[config.mk]
export PLATFORM = sky130hd
export DESIGN_NAME = bytealu
export DESIGN_NICKNAME = d
export VERILOG_FILES = /design/src/rtl/bytealu_pkg.sv /design/src/rtl/bytealu_arith.sv /design/src/rtl/bytealu_logic.sv /design/src/rtl/bytealu_shift.sv /design/src/rtl/bytealu.sv
export SDC_FILE = /design/constraint.sdc
export NUM_CORES = 1
export LEC_CHECK = 0
export BUFFER_PORTS_ARGS = -buffer_cell sky130_fd_sc_hd__buf_2
export CAP_MARGIN = 20
export CORE_MARGIN = 5
export CORE_UTILIZATION = 55
export DETAILED_ROUTE_END_ITERATION = 12
export GPL_ROUTABILITY_DRIVEN = 0
export PLACE_DENSITY = 0.76
export SETUP_SLACK_MARGIN = 0.1
export SYNTH_ARGS = -nofsm -noshare
export SYNTH_HDL_FRONTEND = slang
export SYNTH_HIERARCHICAL = 1
export SYNTH_SLANG_ARGS = --single-unit
export TNS_END_PERCENT = 10
[constraint.sdc]
create_clock -name vclk -period 5.2
set_input_delay 0.52 -clock vclk [all_inputs]
set_output_delay 0.52 -clock vclk [all_outputs]
set_load 0.005 [all_outputs]
[src/rtl/bytealu_pkg.sv]
package bytealu_pkg;

    localparam int OP_W     = 5;
    localparam int CARRY_TAP = 2;

    typedef enum logic [OP_W-1:0] {
        OP_ADD  = 5'd0,
        OP_ADC  = 5'd1,
        OP_SUB  = 5'd2,
        OP_SBB  = 5'd3,
        OP_CMP  = 5'd4,
        OP_INC  = 5'd5,
        OP_DEC  = 5'd6,
        OP_AND  = 5'd7,
        OP_OR   = 5'd8,
        OP_XOR  = 5'd9,
        OP_TST  = 5'd10,
        OP_CPL  = 5'd11,
        OP_ASL  = 5'd12,
        OP_ASR  = 5'd13,
        OP_RLC  = 5'd14,
        OP_RRC  = 5'd15,
        OP_ANDF = 5'd16,
        OP_ORF  = 5'd17,
        OP_XORF = 5'd18
    } op_e;

    typedef enum logic [1:0] {
        CLS_ARITH,
        CLS_LOGIC,
        CLS_SHIFT,
        CLS_NONE
    } cls_e;

    // write controls produced by each functional unit
    typedef struct packed {
        logic res_we;
        logic c;
        logic c_we;
        logic z_we;
    } ctl_t;

    localparam ctl_t CTL_IDLE = '{res_we: 1'b0, c: 1'b0, c_we: 1'b0, z_we: 1'b0};

    function automatic cls_e op_class(input logic [OP_W-1:0] code);
        cls_e k;
        case (code)
            OP_ADD, OP_ADC, OP_SUB, OP_SBB,
            OP_CMP, OP_INC, OP_DEC:           k = CLS_ARITH;
            OP_AND, OP_OR, OP_XOR, OP_TST,
            OP_CPL, OP_ANDF, OP_ORF, OP_XORF: k = CLS_LOGIC;
            OP_ASL, OP_ASR, OP_RLC, OP_RRC:   k = CLS_SHIFT;
            default:                          k = CLS_NONE;
        endcase
        return k;
    endfunction

endpackage

[src/rtl/bytealu_arith.sv]
module bytealu_arith
    import bytealu_pkg::*;
#(
    parameter int W = 8
) (
    input  op_e          op,
    input  logic [W-1:0] a,
    input  logic [W-1:0] b,
    input  logic         cin,
    output logic [W-1:0] res,
    output ctl_t         ctl
);
    localparam int XW = W + 1;

    logic [XW-1:0] ax, bx, cx, ext;

    assign ax = {1'b0, a};
    assign bx = {1'b0, b};
    assign cx = {{W{1'b0}}, cin};

    always_comb begin
        ctl = '{res_we: 1'b1, c: 1'b0, c_we: 1'b1, z_we: 1'b1};
        case (op)
            OP_ADD:  ext = ax + bx;
            OP_ADC:  ext = ax + bx + cx;
            OP_SUB:  ext = ax - bx;
            OP_SBB:  ext = ax - bx - cx;
            OP_CMP: begin
                ext        = ax - bx;
                ctl.res_we = 1'b0;
            end
            OP_INC:  ext = ax + XW'(1);
            OP_DEC:  ext = ax - XW'(1);
            default: begin
                ext = '0;
                ctl = CTL_IDLE;
            end
        endcase
        // bit W is the carry on addition and the borrow on subtraction
        ctl.c = ctl.c_we & ext[W];
        res   = ext[W-1:0];
    end

endmodule

[src/rtl/bytealu_logic.sv]
module bytealu_logic
    import bytealu_pkg::*;
#(
    parameter int W   = 8,
    parameter int TAP = CARRY_TAP
) (
    input  op_e          op,
    input  logic [W-1:0] a,
    input  logic [W-1:0] b,
    input  logic         cin,
    output logic [W-1:0] res,
    output ctl_t         ctl
);
    logic bt;
    assign bt = b[TAP];

    always_comb begin
        res = '0;
        ctl = '{res_we: 1'b1, c: 1'b0, c_we: 1'b0, z_we: 1'b1};
        case (op)
            OP_AND:  res = a & b;
            OP_OR:   res = a | b;
            OP_XOR:  res = a ^ b;
            OP_CPL:  res = ~a;
            OP_TST: begin
                res        = a & b;
                ctl.res_we = 1'b0;
            end
            OP_ANDF: begin
                res  = a & b;
                ctl  = '{res_we: 1'b1, c: cin & bt, c_we: 1'b1, z_we: 1'b0};
            end
            OP_ORF: begin
                res  = a | b;
                ctl  = '{res_we: 1'b1, c: cin | bt, c_we: 1'b1, z_we: 1'b0};
            end
            OP_XORF: begin
                res  = a ^ b;
                ctl  = '{res_we: 1'b1, c: cin ^ bt, c_we: 1'b1, z_we: 1'b0};
            end
            default: ctl = CTL_IDLE;
        endcase
    end

endmodule

[src/rtl/bytealu_shift.sv]
module bytealu_shift
    import bytealu_pkg::*;
#(
    parameter int W = 8
) (
    input  op_e          op,
    input  logic [W-1:0] a,
    input  logic         cin,
    output logic [W-1:0] res,
    output ctl_t         ctl
);
    logic left, fill_lo, fill_hi;

    always_comb begin
        ctl     = '{res_we: 1'b1, c: 1'b0, c_we: 1'b1, z_we: 1'b1};
        left    = 1'b0;
        fill_lo = 1'b0;
        fill_hi = 1'b0;
        case (op)
            OP_ASL:  left = 1'b1;
            OP_ASR:  fill_hi = a[W-1];
            OP_RLC: begin
                left    = 1'b1;
                fill_lo = cin;
            end
            OP_RRC:  fill_hi = cin;
            default: ctl = CTL_IDLE;
        endcase
        if (left) begin
            res   = {a[W-2:0], fill_lo};
            ctl.c = ctl.c_we & a[W-1];
        end else begin
            res   = {fill_hi, a[W-1:1]};
            ctl.c = ctl.c_we & a[0];
        end
    end

endmodule

[src/rtl/bytealu.sv]
module bytealu
    import bytealu_pkg::*;
#(
    parameter int W = 8
) (
    input  logic [OP_W-1:0] op,
    input  logic [W-1:0]    a,
    input  logic [W-1:0]    b,
    input  logic            carry_in,
    input  logic            zero_in,
    output logic [W-1:0]    result,
    output logic            result_we,
    output logic            carry_out,
    output logic            carry_we,
    output logic            zero_out,
    output logic            zero_we
);
    op_e          code;
    cls_e         cls;
    logic [W-1:0] ar_res, lg_res, sh_res, sel_res;
    ctl_t         ar_ctl, lg_ctl, sh_ctl, sel_ctl;

    assign code = op_e'(op);
    assign cls  = op_class(op);

    bytealu_arith #(.W(W)) u_arith (
        .op(code), .a(a), .b(b), .cin(carry_in), .res(ar_res), .ctl(ar_ctl)
    );

    bytealu_logic #(.W(W), .TAP(CARRY_TAP)) u_logic (
        .op(code), .a(a), .b(b), .cin(carry_in), .res(lg_res), .ctl(lg_ctl)
    );

    bytealu_shift #(.W(W)) u_shift (
        .op(code), .a(a), .cin(carry_in), .res(sh_res), .ctl(sh_ctl)
    );

    always_comb begin
        case (cls)
            CLS_ARITH: begin sel_res = ar_res; sel_ctl = ar_ctl; end
            CLS_LOGIC: begin sel_res = lg_res; sel_ctl = lg_ctl; end
            CLS_SHIFT: begin sel_res = sh_res; sel_ctl = sh_ctl; end
            default:   begin sel_res = '0;     sel_ctl = CTL_IDLE; end
        endcase
    end

    // one shared zero detector serves every unit
    assign result    = sel_res;
    assign result_we = sel_ctl.res_we;
    assign carry_we  = sel_ctl.c_we;
    assign zero_we   = sel_ctl.z_we;
    assign carry_out = sel_ctl.c_we ? sel_ctl.c : carry_in;
    assign zero_out  = sel_ctl.z_we ? (sel_res == '0) : zero_in;

endmodule

# Word level (Yosys, flattened, before mapping)
# Memories as Yosys holds them, arrays and structs flattened.
# Index checks and enable logic that the tools add are counted.
# totals
input_bits	23
mem_bits_ro	64
out_inout_bits	13
regBits	0
n_memories	1
word_cells	66
# memory_table
memory	depth	width	read_ports	rd_clocked_by_memory_dff	wr	line_no	rtl
(no name shown)	32	2	1	0	0	bytealu_pkg.sv:47	case (code)
# op_classes
bitwise	10
n_reduce_logical	13
n_addsub	6
n_eq_ne	20
mux	16
# ops
operator	n
case mux 9 bit (6 select lines)	1
== test 5 x 4 -> 1 bit (second input constant)	8
case mux 8 bit (4 select lines)	1
case mux 8 bit (3 select lines)	1
== test 5 x 3 -> 1 bit (second input constant)	4
== test 5 bit (second input constant)	3
OR reduction 7 bit	2
case mux 3 bit (4 select lines)	1
case mux 4 bit (3 select lines)	1
== test 5 x 2 -> 1 bit (second input constant)	2
adder 8 x 1 -> 9 bit (second input constant)	1
adder 8 x 8 -> 9 bit	1
adder 9 x 1 -> 9 bit	1
subtractor 8 x 1 -> 9 bit (second input constant)	1
subtractor 8 x 8 -> 9 bit	1
subtractor 9 x 1 -> 9 bit	1
bitwise AND 8 bit	1
logical NOT 8 bit	1
two-way mux 8 bit	1
inverter 8 bit	1
OR 8 bit	1
OR reduction 2 bit	4
XOR 8 bit	1
two-way mux 1 bit	7
other kinds (15)	18

# Depth between registers and ports, before layout
# depth
ltp_word	7
depth_mapped	16
mapped_depth_nobuf	15

# By module
# The synthesis kept the hierarchy.
# modules_own_cells
module	cells_per_inst	seq_area_each_um2	instances	area_per_inst_um2
bytealu_arith	234	0.0	1	1727.9
bytealu_logic	89	0.0	1	660.6
bytealu	54	0.0	1	427.9
bytealu_shift	20	0.0	1	193.9

# Worst setup path before layout
# No wires, ideal clock.
# synth_path
path_kind	in2out
from	input op[0]
to	output zero_out
n_path_buf	1
path_slack_ns	1.045
t_required_ns	4.680
cell_stages	16
arrival_ns	3.635
path_cell_list	clkbuf_1 -> nor3_1 -> nand3_1 -> inv_1 -> ha_1 -> nor2b_1 -> o31a_1 -> or3_1 -> o21ai_0 -> xnor2_1 -> a21oi_1 -> o211ai_1 -> a22oi_1 -> a21oi_1 -> or4_1 -> o31ai_2
# synth_lines
item	line_no	rtl
from (decl)	bytealu.sv:6	input logic [OP_W-1:0] op,
== test 5 x 3 -> 1 bit / == test 5 x 2 -> 1 bit (equally long branches)	bytealu_arith.sv:23	case (op)
OR reduction 2 bit (no source line)	-	
case mux 9 bit (6 select lines) (*)	bytealu_arith.sv:23	
named net ar_res[6]	bytealu.sv:20	logic [W-1:0] ar_res, lg_res, sh_res, sel_res;
case mux 8 bit (3 select lines) (*)	bytealu.sv:39	case (cls)
named net result[6]	bytealu.sv:11	output logic [W-1:0] result,
logical NOT 8 bit (*)	bytealu.sv:53	assign zero_out = sel_ctl.z_we ? (sel_res == '0) : zero_in;
two-way mux 1 bit (*)	bytealu.sv:53	
to (decl)	bytealu.sv:15	output logic zero_out,
# The timed path passes the listed nets; every way through them passes the cells marked *.

# Worst setup path after layout
# layout_path
from	input op[3]
to	output zero_out
# layout_lines
item	line_no
== test 5 x 3 -> 1 bit / == test 5 x 2 -> 1 bit (equally long branches)	bytealu_arith.sv:23
OR reduction 2 bit (no source line)	-
case mux 9 bit (6 select lines) (*)	bytealu_arith.sv:23
named net ar_res[6]	bytealu.sv:20
case mux 8 bit (3 select lines) (*)	bytealu.sv:39
logical NOT 8 bit (*)	bytealu.sv:53
two-way mux 1 bit (*)	bytealu.sv:53
# Marks and branches as above.

==> reports/results.txt <==
outcome: complete, no violations
worst-margin pin slew: 1.00 ns
post-DP HPWL: 6.88 mm
logic gate share of total power: 100.0%
HP Class: in2out
Critical Path Sink: zero_out
Critical Path AT: 4.25 ns
cts hold-fix bufs: 0
area growth from synthesis to layout: 4.24%
unrepaired setup endpoints after global routing: no
PortBufs: 36
CP required: 4.68 ns
Final nets: 489
Crit. End Element: output port
post-CTS sizing: 0
Initial Utilization: 55.7%
Max stage delay on crit path: 0.52 ns
Routed Antenna Nets: 0
period utilization: 91.7%
wirelength, routed: 8.79 mm
DR vias: 3,195
Post-CTS Setup Bufs: 0
adder-cell share of the synthesized area: 20.7%
power density over the cells: 96.1 nW/µm²
fin. max-slew vios: 0
Die Span Y: 84.0 µm
largest net degree at the start of global routing: 33
compound-gate portion of the synthesized area: 31.9%
Crit path depth: 17
largest family of logic cells by synthesized area: compound AO/OA/AOI/OAI gates
Finished Core Util: 58.1%
top cell type by total area after synthesis: ha_1
largest fanout on the critical path: 25
Post-Synth XOR/XNOR Area: 8.15%
crit-path cells: buf_2, nor3_1, nand3_1, inv_1, ha_1, nor2b_1, o31a_1, or3_1, o21ai_0, xnor2_1, a21oi_1, o211ai_1, a22oi_1, a21oi_1, or4_1, o31ai_2, buf_2
metal2 WL: 3.97 mm
Synth Cell Area: 3010 µm²
Die Area: 7050 µm²
critical path's top delay family: simple AND/OR/NAND/NOR gates
initial antenna violation count: 0
Syn Inst Count: 397
routed wl met3: 725 µm
WL per Instance: 18.0 µm
Netlist cell types: 81
number of max-cap violations: 0
antenna cells: 0
P_sw: 182 µW
drc violations: 0
Critical path origin: op[3]
net count after synthesis: 468
Switching Fraction: 60.2%
Synth top area share: 18.7%
Cell Int Power: 120 µW
Pwr Total: 302 µW
top sig layer: met4
drt initial violations: 348
Max stage delay cell, worst path: or4_1
synth warn: 6
Place WS: 0.500 ns
Vias/cell: 6.55
crit path kind: in2out
IO Pins: 36
worst vdd ir: 0.0000638 V
average size of a mapped cell: 7.58 µm²
share of cells above drive strength 1: 18.0%
Worst Setup Slack, final: 0.429 ns
final setup TNS: 0 ns
register area share after synthesis: 0%
static leakage: 0.00153 µW
Die X: 84.0 µm
final setup vio count: 0
Bufs and invs on worst path: 3
number of flip-flops and latches: 0
Clock buffer cells: 0
Slew headroom: 33.2%
Clk network pwr share: 0%
Synth Area in Simple Gates: 23.7%
Core ar.: 5410 µm²
Max Fclk: 0.210 GHz
Fin. Hold Viols: 0
vias in the first global route: 2,898
drt pass-1 iters: 5
post-synthesis mux area share: 4.36%
top post-synthesis cells by count: ha_1 (45), inv_1 (45), nor2_1 (27)
GRT Residual Overflow: 0
final worst path period need: 4.77 ns
gr usage total: 23.8%
met1 WL: 3.91 mm
synth top area cells: ha_1 (19%), inv_1 (5.6%), xnor2_1 (4.4%), xor2_1 (3.8%), a21oi_1 (3.5%)
row cnt: 27
power share of the sequential group: 0%
CP Launch Type: input pin
first-pass GRT wire length: 14.3 mm
register area: 0 µm²
-- metal layers --
metal	GRT usage (%)	vias to the layer above
li1	-	1524
met1	34.3	1489
met2	39.0	167
met3	1.09	15
met4	4.82	0
met5	0	-
-- power by group through the flow --
stage	Combinational [µW]	Sequential, µW	Clock [µW]
detailed placement	294	0	0
floorplan	222	0	0
finish	302	0	0
CTS	296	0	0
global placement	288	0	0
global route	327	0	0
-- layout make-up --
| class | instances | area [µm²] |
|---|---|---|
| Tap cell | 72 | 90.1 |
| Fill cell | 509 | 2270 |
| Timing Repair Buffer | 39 | 203 |
| Inverter | 46 | 173 |
| Multi-Input combinational cell | 331 | 2670 |
-- per-stage QoR --
step / std cells / hold WS (ns) / instance area, µm²
after global routing: 488 / 1.35 / 3140
after CTS: 488 / 1.33 / 3140
after detailed placement: 488 / 1.33 / 3140
after floorplan: 397 / 1.14 / 3010
after global placement: 488 / 1.33 / 3140
final: 488 / 1.33 / 3140
-- worst min path at each step --
stage / from / endpoint / slack, ns / cells past startpoint
2_1_floorplan: zero_in / zero_out / 1.14 / 2
3_3_place_gp: zero_in / zero_out / 1.33 / 4
3_5_place_dp: zero_in / zero_out / 1.33 / 4
4_1_cts: zero_in / zero_out / 1.33 / 4
5_1_grt: zero_in / zero_out / 1.35 / 4
6_report: zero_in / zero_out / 1.33 / 4
-- kinds of logic (layout without fill, tap and decap cells) --
kind of cell    after synthesis  after routing
compound gates              123            123
xor+xnor                     28             28
fa+ha+maj                    48             48
buf+inv                      66             85
mux                          10             10
simple gates                122            122
-- cells in the final DEF, fill, tap and decap left out, drive strengths merged, types with 4 or more instances in the layout --
cell type and n:
a211oi 7, mux2 7, nor2b 5, and2b 5, o221ai 6, a22oi 5
ha 45, o211ai 4, buf 39, nor2 27, nand2b 6, xnor2 15
nand3 12, o22ai 9, a21oi 21, a221o 9, o31ai 6, a21o 6
o21ai 17, inv 46, nand2 20, or4 5, xor2 13, nor4 4
nor3 9, a222oi 8
-- tightest hold or removal path, cell delays in order --
cell and delay (ns):
buf_2 0.09, nand2_1 0.05, o31ai_2 0.05, buf_2 0.10
No activity file was read; power rests on OpenSTA's default activity.
